[config.mk]
export PLATFORM = sky130hd
export DESIGN_NAME = iword_decoder
export DESIGN_NICKNAME = d
export VERILOG_FILES = /design/src/rtl/iwd_pkg.sv /design/src/rtl/iwd_field_split.sv /design/src/rtl/iwd_opc_class.sv /design/src/rtl/iword_decoder.sv
export SDC_FILE = /design/constraint.sdc
export NUM_CORES = 1
export LEC_CHECK = 0
export BUFFER_PORTS_ARGS = -buffer_cell sky130_fd_sc_hd__buf_2
export CAP_MARGIN = 0
export CORE_MARGIN = 4
export CORE_UTILIZATION = 23
export CTS_CLUSTER_SIZE = 24
export DETAILED_ROUTE_END_ITERATION = 8
export PLACE_DENSITY = 0.51
export REMOVE_ABC_BUFFERS = 1
export SLEW_MARGIN = 15
export SYNTH_ARGS = -nofsm -noshare
export SYNTH_HDL_FRONTEND = slang
export SYNTH_SLANG_ARGS = --single-unit
[constraint.sdc]
create_clock -name clk -period 3.6 [get_ports clk]
set_input_delay 0.72 -clock clk [delete_from_list [all_inputs] [get_ports clk]]
set_output_delay 0.72 -clock clk [all_outputs]
set_load 0.005 [all_outputs]
[src/rtl/iwd_pkg.sv]
// Shared types and constants for the instruction decoder.
// Assumes the fixed 16-bit word and the three layouts described in the brief.
package iwd_pkg;
    localparam int WORD_W   = 16;
    localparam int OPC_W    = 8;
    localparam int REG_W    = 4;
    localparam int IMM_W    = 8;
    localparam int DFIELD_W = 10;
    localparam int BASE_LEN = 2;

    typedef enum logic [1:0] {
        FORM_NONE   = 2'd0,
        FORM_REG    = 2'd1,
        FORM_IMM    = 2'd2,
        FORM_BRANCH = 2'd3
    } form_e;

    // Legal opcode boundaries for the register layout and the branch layout
    localparam logic [OPC_W-1:0] REG_LOW_LAST   = 8'h0E;
    localparam logic [OPC_W-1:0] REG_HIGH_FIRST = 8'h19;
    localparam logic [OPC_W-1:0] REG_HIGH_LAST  = 8'h39;
    localparam logic [OPC_W-1:0] BR_LAST        = 8'h09;
endpackage

[src/rtl/iwd_field_split.sv]
// Field extractor: picks the layout from the top bits of the word and
// routes opcode, register, immediate and displacement fields.
// Assumes DISP_W >= 11 so the doubled displacement fits with its sign.
module iwd_field_split
    import iwd_pkg::*;
#(
    parameter int DISP_W = 16
) (
    input  logic [WORD_W-1:0] word,
    output form_e             form,
    output logic [OPC_W-1:0]  opcode,
    output logic [REG_W-1:0]  reg_a,
    output logic [REG_W-1:0]  reg_b,
    output logic [IMM_W-1:0]  imm8,
    output logic [DISP_W-1:0] disp
);
    localparam int PAD_W = DISP_W - DFIELD_W - 1;

    logic [DISP_W-1:0] disp_ext;

    // Sign-extend the word displacement and turn it into a byte offset
    always_comb begin
        disp_ext = {{PAD_W{word[DFIELD_W-1]}}, word[DFIELD_W-1:0], 1'b0};
    end

    // Layout select and field routing; unused fields are forced to zero
    always_comb begin
        form   = FORM_NONE;
        opcode = '0;
        reg_a  = '0;
        reg_b  = '0;
        imm8   = '0;
        disp   = '0;
        if (!word[15]) begin
            form   = FORM_REG;
            opcode = word[15:8];
            reg_a  = word[7:4];
            reg_b  = word[3:0];
        end else if (!word[14]) begin
            form   = FORM_IMM;
            opcode = {6'b0, word[13:12]};
            reg_a  = word[11:8];
            imm8   = word[7:0];
        end else begin
            form   = FORM_BRANCH;
            opcode = {4'b0, word[13:10]};
            disp   = disp_ext;
        end
    end
endmodule

[src/rtl/iwd_opc_class.sv]
// Opcode classifier: decides legality, whether a 32-bit literal follows,
// and the resulting instruction length in bytes.
// Assumes opcode is already zero-extended per layout by the field extractor.
module iwd_opc_class
    import iwd_pkg::*;
#(
    parameter int LIT_BYTES = 4,
    parameter int LEN_W     = 3
) (
    input  form_e            form,
    input  logic [OPC_W-1:0] opcode,
    output logic             illegal,
    output logic             needs_lit,
    output logic [LEN_W-1:0] len
);
    localparam logic [LEN_W-1:0] LEN_SHORT = LEN_W'(BASE_LEN);
    localparam logic [LEN_W-1:0] LEN_LONG  = LEN_W'(BASE_LEN + LIT_BYTES);

    // Membership in the set of register-layout opcodes carrying a literal
    function automatic logic takes_literal(input logic [OPC_W-1:0] op);
        case (op)
            8'h01, 8'h03, 8'h08, 8'h09, 8'h0C, 8'h0D,
            8'h1A, 8'h1B, 8'h1D, 8'h1F, 8'h20, 8'h22,
            8'h24, 8'h30, 8'h36, 8'h37, 8'h38, 8'h39: takes_literal = 1'b1;
            default:                                 takes_literal = 1'b0;
        endcase
    endfunction

    logic reg_legal;
    logic br_legal;

    // Range checks for the two layouts that have holes in their code space
    always_comb begin
        reg_legal = (opcode <= REG_LOW_LAST) ||
                    ((opcode >= REG_HIGH_FIRST) && (opcode <= REG_HIGH_LAST));
        br_legal  = (opcode <= BR_LAST);
    end

    // Per-layout legality and literal flag
    always_comb begin
        illegal   = 1'b0;
        needs_lit = 1'b0;
        unique case (form)
            FORM_REG: begin
                illegal   = !reg_legal;
                needs_lit = reg_legal && takes_literal(opcode);
            end
            FORM_IMM:    illegal = 1'b0;
            FORM_BRANCH: illegal = !br_legal;
            default:     illegal = 1'b1;
        endcase
    end

    // Length follows the literal flag
    always_comb begin
        len = needs_lit ? LEN_LONG : LEN_SHORT;
    end
endmodule

[src/rtl/iword_decoder.sv]
// Three-layout instruction decoder with one registered output stage.
// Fields load only on in_valid; out_valid tracks in_valid one clock later.
// Assumes synchronous active-low reset; no back-pressure on the output.
module iword_decoder
    import iwd_pkg::*;
#(
    parameter int DISP_W    = 16,
    parameter int LIT_BYTES = 4,
    parameter int LEN_W     = 3
) (
    input  logic              clk,
    input  logic              rst_n,
    input  logic              in_valid,
    input  logic [15:0]       in_word,
    output logic              out_valid,
    output logic [1:0]        out_form,
    output logic [7:0]        out_opcode,
    output logic [3:0]        out_reg_a,
    output logic [3:0]        out_reg_b,
    output logic [7:0]        out_imm8,
    output logic [DISP_W-1:0] out_disp,
    output logic [LEN_W-1:0]  out_len,
    output logic              out_needs_lit,
    output logic              out_illegal
);
    localparam logic [LEN_W-1:0] LEN_LONG  = LEN_W'(BASE_LEN + LIT_BYTES);
    localparam logic [LEN_W-1:0] LEN_SHORT = LEN_W'(BASE_LEN);

    form_e             d_form;
    logic [OPC_W-1:0]  d_opcode;
    logic [REG_W-1:0]  d_reg_a;
    logic [REG_W-1:0]  d_reg_b;
    logic [IMM_W-1:0]  d_imm8;
    logic [DISP_W-1:0] d_disp;
    logic              d_illegal;
    logic              d_needs_lit;
    logic [LEN_W-1:0]  d_len;

    iwd_field_split #(.DISP_W(DISP_W)) u_split (
        .word   (in_word),
        .form   (d_form),
        .opcode (d_opcode),
        .reg_a  (d_reg_a),
        .reg_b  (d_reg_b),
        .imm8   (d_imm8),
        .disp   (d_disp)
    );

    iwd_opc_class #(.LIT_BYTES(LIT_BYTES), .LEN_W(LEN_W)) u_class (
        .form      (d_form),
        .opcode    (d_opcode),
        .illegal   (d_illegal),
        .needs_lit (d_needs_lit),
        .len       (d_len)
    );

    // Output valid follows the input strobe by one clock
    always_ff @(posedge clk) begin
        if (!rst_n) out_valid <= 1'b0;
        else        out_valid <= in_valid;
    end

    // Result registers load on a strobe and hold otherwise
    always_ff @(posedge clk) begin
        if (!rst_n) begin
            out_form      <= '0;
            out_opcode    <= '0;
            out_reg_a     <= '0;
            out_reg_b     <= '0;
            out_imm8      <= '0;
            out_disp      <= '0;
            out_len       <= '0;
            out_needs_lit <= 1'b0;
            out_illegal   <= 1'b0;
        end else if (in_valid) begin
            out_form      <= d_form;
            out_opcode    <= d_opcode;
            out_reg_a     <= d_reg_a;
            out_reg_b     <= d_reg_b;
            out_imm8      <= d_imm8;
            out_disp      <= d_disp;
            out_len       <= d_len;
            out_needs_lit <= d_needs_lit;
            out_illegal   <= d_illegal;
        end
    end

    a_r8_valid_rise: assert property (@(posedge clk) disable iff (!rst_n)
        in_valid |=> out_valid);
    a_r8_valid_drop: assert property (@(posedge clk) disable iff (!rst_n)
        !in_valid |=> !out_valid);
    a_r9_hold_fields: assert property (@(posedge clk) disable iff (!rst_n)
        !in_valid |=> $stable(out_opcode) && $stable(out_disp) && $stable(out_form)
                      && $stable(out_reg_a) && $stable(out_imm8));
    a_r1_form_known: assert property (@(posedge clk) disable iff (!rst_n)
        out_valid |-> out_form != 2'd0);
    a_r5_len_pair: assert property (@(posedge clk) disable iff (!rst_n)
        out_valid |-> out_len == (out_needs_lit ? LEN_LONG : LEN_SHORT));
    a_r5_lit_legal: assert property (@(posedge clk) disable iff (!rst_n)
        out_needs_lit |-> !out_illegal && out_form == 2'd1);
    a_r7_imm_legal: assert property (@(posedge clk) disable iff (!rst_n)
        (out_valid && out_form == 2'd2) |-> !out_illegal);
    a_r4_branch_no_regs: assert property (@(posedge clk) disable iff (!rst_n)
        (out_valid && out_form == 2'd3) |-> out_reg_a == '0 && out_reg_b == '0 && out_imm8 == '0);
endmodule

; Word level (Yosys, flattened, before mapping)
; Memory sizes are Yosys's and may differ from the RTL's.
; Index checks and enable logic that the tools add are counted.
[word_totals]
mem_count = 1
ff_bits = 48
elab_cells = 40
output_inout_bits = 48
rom_bits = 64
in_bits = 19
[classes]
mux = 16
eq_ne = 3
n_reduce_logical = 6
n_lt_le_gt_ge = 4
[memory_table]
columns = name, words, word_bits, rd, rd_clocked_by_memory_dff, write_ports, line
row1 = (no name shown), 64, 1, 1, 0, 0, iwd_opc_class.sv:21  ; case (op)
[op_table]
columns = op, n
row1 = $mux 16, 2
row2 = $mux 8, 3
row3 = $le 8x4->1 const B, 2
row4 = $mux 4, 4
row5 = $ge 8x5->1 const B, 1
row6 = $le 8x6->1 const B, 1
row7 = $eq 2x2->1 const B, 2
row8 = $mux 1, 4
row9 = $mux 3, 1
row10 = $pmux 1 s3, 1
row11 = $eq 2x1->1 const B, 1
row12 = $logic_and 1x1->1, 2
row13 = $logic_not 1->1, 2
row14 = $logic_not 2->1, 1
row15 = $mux 2, 1
row16 = $logic_or 1x1->1, 1

; Depth between registers and ports, before layout
; Gate-level depths: netlist of run 1.
[logic_depth]
ltp_word = 8
depth_mapped = 7
ltp_nobuf = 5

; Hierarchy
; A second synthesis of run 1 with hierarchy kept.
[unflattened]
cells_unflattened = 248
hier_area_um2 = 2444.8
[modules_own_cells]
columns = module, cells_per_inst, seq_area_each_um2, instances, area_each_um2
row1 = iword_decoder, 154, 960.9, 1, 1834.3
row2 = iwd_field_split, 60, 0.0, 1, 387.9
row3 = iwd_opc_class, 34, 0.0, 1, 222.7

; Worst setup path before layout of run 1
; No wires, ideal clock.
[synth_timing]
path_kind = input to register
startpoint = in in_word[15]
endpoint = reg out_len[2]
setup_ns = 0.122
arrival_time_ns = 1.520
path_stages = 5
path_slack_ns = 1.958
n_path_buf = 1
t_required_ns = 3.478
path_cell_list = buf_2 -> nand2_1 -> o221a_1 -> o31ai_1 -> a21oi_1
[synth_via]
elab_chain_cells = 7
elab_cells_between_ends = 15
classes_between = order compare (3) / eq/ne (1) / mux (6) / reduce/logical (4) / memory (1)
[synth_lines]
columns = element, line
row1 = "start, declared", iword_decoder.sv:14  ; input logic [15:0] in_word,
row2 = $mux 8, iwd_field_split.sv:34  ; if (!word[15]) begin
row3 = "$mem_v2 64x1, or another cell as far along", -
row4 = $mux 1 or $logic_and 1x1->1 (tied branches), "iwd_opc_class.sv:21, iwd_opc_class.sv:35"
row5 = $mux 1 or $logic_or 1x1->1 (tied branches), "iwd_opc_class.sv:43, iwd_opc_class.sv:34"
row6 = $logic_and 1x1->1, iwd_opc_class.sv:46  ; needs_lit = reg_legal && takes_literal(opcode);
row7 = $mux 1 *, iwd_opc_class.sv:43  ; unique case (form)
row8 = $mux 3 *, iwd_opc_class.sv:56  ; len = needs_lit ? LEN_LONG : LEN_SHORT;
row9 = "end signal, assigned", iword_decoder.sv:82  ; out_len <= d_len;
row10 = "end, declared", iword_decoder.sv:22  ; output logic [LEN_W-1:0] out_len,
; Every way passes the cells marked *; elsewhere a longest branch is shown, timed or not. The select of a mux whose other input is x is not followed.
; A chain may end at the register's enable or synchronous reset.

==> results.sh, run 1 <==
export IMPL_status="finished clean"
export IMPL_synth_simple_area_share_pct=15.4
export IMPL_ys_seq_elements=39
export IMPL_path_class="in -> reg"
export IMPL_synthCells=186
export IMPL_grt_setup_unrepaired="false"
export IMPL_grtUsageTotal_pct=10.8
export IMPL_r2r_slack_ps=2510
export IMPL_comb_power_share_pct=12.8
export IMPL_cts_root_buf="clkbuf_8"
export IMPL_dp_hpwl_um=3360
export IMPL_hold_buffers=0
export IMPL_cts_setup_buffers=0
export IMPL_cts_buffers=5
export IMPL_ys_types=38
export IMPL_core_um2=7250
export IMPL_fillers=789
export IMPL_final_max_slew_viol_count=0
export IMPL_critPathCaptureType="register"
export IMPL_num_rows=31
export IMPL_worst_r2r_path_depth=5
export IMPL_finalPower_uw=946
export IMPL_powerDensity_nw_per_um2=442
export IMPL_ir_drop_uv=131
export IMPL_yosys_area_share_xor_xnor_pct=0
export IMPL_synth_top_family_by_area="compound AO/OA/AOI/OAI gates"
export IMPL_max_slew_worst_pin_slew_ps=630
export IMPL_period_needed_ps=1860
export IMPL_fmax_mhz=536
export IMPL_hold_viol=0
export IMPL_max_slew_margin_pct=57.8
export IMPL_synth_fa_ha_area_share_pct=0
export IMPL_setup_viol=0
export IMPL_synth_top_cell_area_share_pct=45.3
export IMPL_critPathMaxStageDelay_ps=480
export IMPL_yosysSeqAreaShare_pct=45.3
export IMPL_rr_endpoint="out_len[2]"
export IMPL_crit_chain="buf_2 -> nand2_1 -> nor2_2 -> o21ai_0 -> o21ai_1"
export IMPL_r2r_start="out_len[2]"
export IMPL_setup_tns_ps=0
export IMPL_multiInputGateArea_um2=793
export IMPL_nets=254
export IMPL_synth_area_um2=1720
export IMPL_synthMuxAreaShare_pct=8.71
export IMPL_grt_pass1_vias=1459
export IMPL_dr_pass1_iters=4
export IMPL_hold_end="out_len[1]"
export IMPL_die_area_um2=8950
export IMPL_worstPathMaxFanout=27
export IMPL_vias_per_cell=4.45
export IMPL_critPathLaunchType="primary input"
export IMPL_drtAntennaViolNets=0
export IMPL_hold_path_depth=1
export IMPL_pwr_share_seq_pct=48.8
export IMPL_antenna_cells=0
export IMPL_seq_area_um2=781
export IMPL_cts_resized=0
export IMPL_cts_clk_slew_worst_paths_ps=80
export IMPL_vias=1490
export IMPL_place_area_um2=2030
export IMPL_cp_required_ps=3830
export IMPL_skew_ps=0
export IMPL_cts_buffer_depth=2
export IMPL_gp_congestion=0.730
export IMPL_htreeDepth=2
export IMPL_drive_above_1_share_pct=33.1
export IMPL_p_int_uw=708
export IMPL_p_sw_uw=238
export IMPL_min_from="out_len[1]"
export IMPL_synth_compound_area_share_pct=21.3
export IMPL_ioPinCount=67
export IMPL_grt_max_degree=28
export IMPL_cp_depth=5
export IMPL_yosysWarnings=0
export IMPL_worst_ep_arrival_time_ps=2090
export IMPL_grt_pass1_wl_um=7580
export IMPL_cp_top_family="simple AND/OR/NAND/NOR gates"
export IMPL_area_growth_pct=24.2
export IMPL_antenna_found_initial=0
export IMPL_cts_tree="done"
export IMPL_grt_overflow_total=0
export IMPL_worstSkewPairLatency_ps=290
export IMPL_cp_num_buf_inv=1
export IMPL_cap_violations=0
export IMPL_wire_per_inst_um=14.0
export IMPL_clock_power_share_pct=38.4
export IMPL_finalCritPeriodShare_pct=51.8
export IMPL_first_iter_violations=97
export IMPL_die_height_um=94.6
export IMPL_clock_sinks=39
export IMPL_syn_area_per_cell_um2=9.27
export IMPL_swShare_pct=25.2
export IMPL_drcViolationCount=0
export IMPL_leakagePower_uw=0.00102
export IMPL_synth_area_leaders="dfxtp_1 (45%), mux2i_1 (8.7%), a22o_1 (7.6%)"
export IMPL_die_w_um=94.6
export IMPL_crit_slowest_cell="buf_2"
export IMPL_finish_utilization_pct=29.5
export IMPL_wirelength_um=4700
export IMPL_synth_area_leader_cell="dfxtp_1"
export IMPL_io_buffers=63
export IMPL_design_area_um2=2140
export IMPL_hold_path_class="reg -> reg"
export IMPL_start_util_pct=23.8
## worst max-delay path by stage
stage                startpoint            to  slack [ps]
finish                 in_valid   out_illegal        1740
global route           in_valid   out_illegal        1510
CTS                    in_valid   out_illegal        1680
detailed placement     in_valid   out_illegal        1380
global placement       in_valid  out_reg_a[1]        1420
floorplan           in_word[14]    out_len[2]        2070
## synth_stat cells
| master | instances |
|---|---|
| nor2_2 | 2 |
| a211oi_1 | 1 |
| conb_1 | 1 |
| buf_2 | 12 |
| inv_2 | 2 |
| mux2i_1 | 15 |
| nor3b_1 | 3 |
| nor2_1 | 18 |
| a22o_1 | 15 |
| o21ai_1 | 3 |
| nand3_1 | 3 |
| a21boi_0 | 2 |
| o31ai_1 | 1 |
| o21ai_0 | 8 |
| o311ai_1 | 1 |
| o211ai_1 | 1 |
| and3_1 | 1 |
| o21ai_2 | 1 |
| o211a_1 | 2 |
| a221oi_1 | 2 |
| buf_6 | 1 |
| a21oi_1 | 6 |
| and3b_1 | 1 |
| nor3_1 | 4 |
| o2bb2ai_1 | 1 |
| nand4_1 | 4 |
| buf_4 | 9 |
| a211o_1 | 1 |
| o221a_1 | 1 |
| nand2_1 | 11 |
| inv_1 | 2 |
| a31oi_1 | 2 |
| o21a_1 | 1 |
| a21oi_2 | 1 |
| dfxtp_1 | 39 |
| nor2b_2 | 1 |
| clkbuf_1 | 1 |
| nor2b_1 | 6 |
## cell usage in the layout, fill, tap and decap left out, drive strengths merged, types with 5 or more instances in the layout
cell | netlist | layout
clkbuf | 1 | 5
mux2i | 15 | 15
dfxtp | 39 | 39
a21oi | 7 | 7
o21ai | 12 | 12
nand2 | 11 | 11
a22o | 15 | 15
nor2 | 20 | 20
buf | 22 | 63
nor2b | 7 | 7
## metal layers
metal,up-vias,share of wire (%),track usage [%]
met2,41,47,17.2
li1,749,-,-
met1,696,45,13.9
met4,0,0.57,2.52
met5,-,0,0
met3,4,7.4,4.06
## per-stage QoR
stage | hold slack [ps] | instances | setup WS [ps]
global route | 482 | 335 | 1510
detailed placement | 446 | 327 | 1380
global placement | 435 | 327 | 1420
finish | 458 | 335 | 1740
CTS | 468 | 335 | 1680
floorplan | 451 | 165 | 2070
## flip-flops by register name, indices dropped and copies added, names as in the netlist, 2 cells and up
name        count
out_imm8        8
out_form        2
out_reg_b       4
out_disp       10
out_opcode      7
out_reg_a       4
out_len         2
## power groups by stage
stage               Clock (uW)  Sequential [uW]  Combinational [uW]
floorplan                    0              473                53.0
global placement             0              472                 123
detailed placement           0              472                 124
CTS                        373              462                 124
global route               394              464                 138
finish                     364              461                 121
## cell type report
cell class	instances	area share, %
Multi-Input combinational cell	122	37.1
Tap cell	99	5.79
Clock inverter	3	2.05
Sequential cell	39	36.5
Inverter	4	0.701
Timing Repair Buffer	63	14.7
Clock buffer	5	3.21
## logic make-up after synthesis
logic type / Yosys count
muxes: 15
other: 1
and+or+nand+nor: 54
buffers and inverters: 27
AOI/OAI and AO/OA: 50
DFF: 39
No activity file was read; power rests on OpenSTA's default activity.
==> run 2: changes to the inputs <==
Settings changed: PLACE_DENSITY 0.51 to 0.52.
Clock period 3.6 ns to 1.6 ns, I/O delays scaled along.
==> run 2 against run 1 <==
Net effect: via count increased by 3.2%; global-route usage is 0.31 points higher; worst hold slack got worse by 180 ps; critical endpoint is now out_len[2]; non-clock buffer count rose by 9.
==> results.sh, run 2 (synthesis gave the netlist of run 1 again) <==
export IMPL_comb_power_share_pct=15.0
export IMPL_dp_cells=336
export IMPL_powerDensity_nw_per_um2=906
export IMPL_die_height_um=94.6
export IMPL_final_cell_mix="buf_2 (63), dfxtp_1 (39), nor2_1 (18)"
export IMPL_design_area_um2=2190
export IMPL_cts_clk_slew_worst_paths_ps=80
export IMPL_top_register="out_disp"
export IMPL_io_buffers=63
export IMPL_crit_chain="buf_2 -> mux2i_1 -> a21oi_2 -> o221a_1 -> o31ai_1 -> a21oi_1"
export IMPL_grt_max_degree=16
export IMPL_critPathMaxStageDelay_ps=250
export IMPL_final_max_slew_viol_count=0
export IMPL_cp_top_family="compound AO/OA/AOI/OAI gates"
export IMPL_fmax_mhz=835
export IMPL_finalCritPeriodShare_pct=74.9
export IMPL_cp_required_ps=1780
export IMPL_status="finished clean"
export IMPL_start_util_pct=23.8
export IMPL_nets=263
export IMPL_drive_above_1_share_pct=34.7
export IMPL_htreeDepth=2
export IMPL_drcViolationCount=0
export IMPL_setup_tns_ps=0
export IMPL_seq_area_um2=781
export IMPL_dr_pass1_iters=4
export IMPL_cap_violations=0
export IMPL_setup_viol=0
export IMPL_critPathLaunchType="primary input"
export IMPL_drtAntennaViolNets=0
export IMPL_ir_drop_uv=320
export IMPL_grt_setup_unrepaired="false"
export IMPL_final_cells=344
export IMPL_cts_resized=0
export IMPL_multiInputGateArea_um2=793
export IMPL_grt_pass1_vias=1494
export IMPL_top_regs="out_disp (10), out_imm8 (8), out_opcode (7)"
export IMPL_cts_root_buf="clkbuf_8"
export IMPL_pwr_share_seq_pct=52.3
export IMPL_worstSkewPairLatency_ps=280
export IMPL_ioPinCount=67
export IMPL_clock_power_share_pct=32.7
export IMPL_hold_viol=0
export IMPL_place_area_um2=2110
export IMPL_cts_tree="done"
export IMPL_clock_sinks=39
export IMPL_crit_slowest_cell="mux2i_1"
export IMPL_grt_overflow_total=0
export IMPL_first_iter_violations=68
export IMPL_cp_num_buf_inv=1
export IMPL_p_int_uw=1450
export IMPL_wire_per_inst_um=14.1
export IMPL_period_needed_ps=1200
export IMPL_num_rows=31
export IMPL_path_class="in -> reg"
export IMPL_cts_buffer_depth=2
export IMPL_gp_congestion=0.772
export IMPL_cts_setup_buffers=0
export IMPL_swShare_pct=26.8
export IMPL_cts_buffers=5
export IMPL_dp_hpwl_um=3480
export IMPL_vias_per_cell=4.47
export IMPL_vias=1537
export IMPL_worst_ep_arrival_time_ps=1380
export IMPL_final_common_cell="buf_2"
export IMPL_die_w_um=94.6
export IMPL_wirelength_um=4850
export IMPL_grt_pass1_wl_um=7650
export IMPL_p_sw_uw=531
export IMPL_grtUsageTotal_pct=11.1
export IMPL_die_area_um2=8950
export IMPL_worstPathMaxFanout=12
export IMPL_antenna_found_initial=0
export IMPL_fillers=791
export IMPL_finish_utilization_pct=30.2
export IMPL_area_growth_pct=27.0
export IMPL_hold_path_class="in -> reg"
export IMPL_skew_ps=0
export IMPL_hold_buffers=0
export IMPL_antenna_cells=0
export IMPL_core_um2=7250
export IMPL_largest_reg_flops=10
export IMPL_critPathCaptureType="register"
export IMPL_leakagePower_uw=0.00105
[run 2: final timing paths]
path | to | slack (ps) | cells past startpoint | from
min | out_disp[3] | 270 | 2 | in_word[2]
max reg2reg | out_len[2] | 510 | 5 | out_len[2]
min reg2reg | out_len[1] | 460 | 1 | out_len[1]
max | out_len[2] | 400 | 6 | in_word[14]
[run 2: per-layer routing]
metal  vias up  global-route usage (%)  share of wire [%]
li1        765                       -                  -
met1       720                    14.8                 47
met2        46                    17.0                 45
met3         6                    3.59                6.9
met4         0                    3.61                1.1
met5         -                       0                  0
[run 2: power by group through the flow]
stage | Sequential (uW) | Clock, uW | Combinational, uW
floorplan | 1060 | 0 | 119
global route | 1040 | 729 | 331
CTS | 1040 | 685 | 301
global placement | 1060 | 0 | 298
finish | 1040 | 649 | 297
detailed placement | 1060 | 0 | 300
[run 2: cell type report]
| type | count | share of cell area, % |
|---|---|---|
| multi-input cells | 122 | 36.2 |
| flip-flops and latches | 39 | 35.7 |
| repair buffers | 72 | 18.1 |
| well taps | 99 | 5.66 |
| clock buffers | 7 | 3.49 |
| inverters | 4 | 0.686 |
| clock inverters | 1 | 0.229 |
[run 2: metrics by stage]
stage	power, uW	worst slack [ps]	hold slack, ps
after CTS	2020	409	261
after detailed placement	1360	103	444
after floorplan	1180	471	409
after global placement	1360	131	435
final	1980	402	274
after global routing	2100	326	264
[run 2: worst register-to-register path, stage by stage (launching register included)]
cell	delay (ps)
dfxtp_1	330
nor2b_1	140
nand2_1	90
nand2_1	70
o31ai_1	250
a21oi_1	100
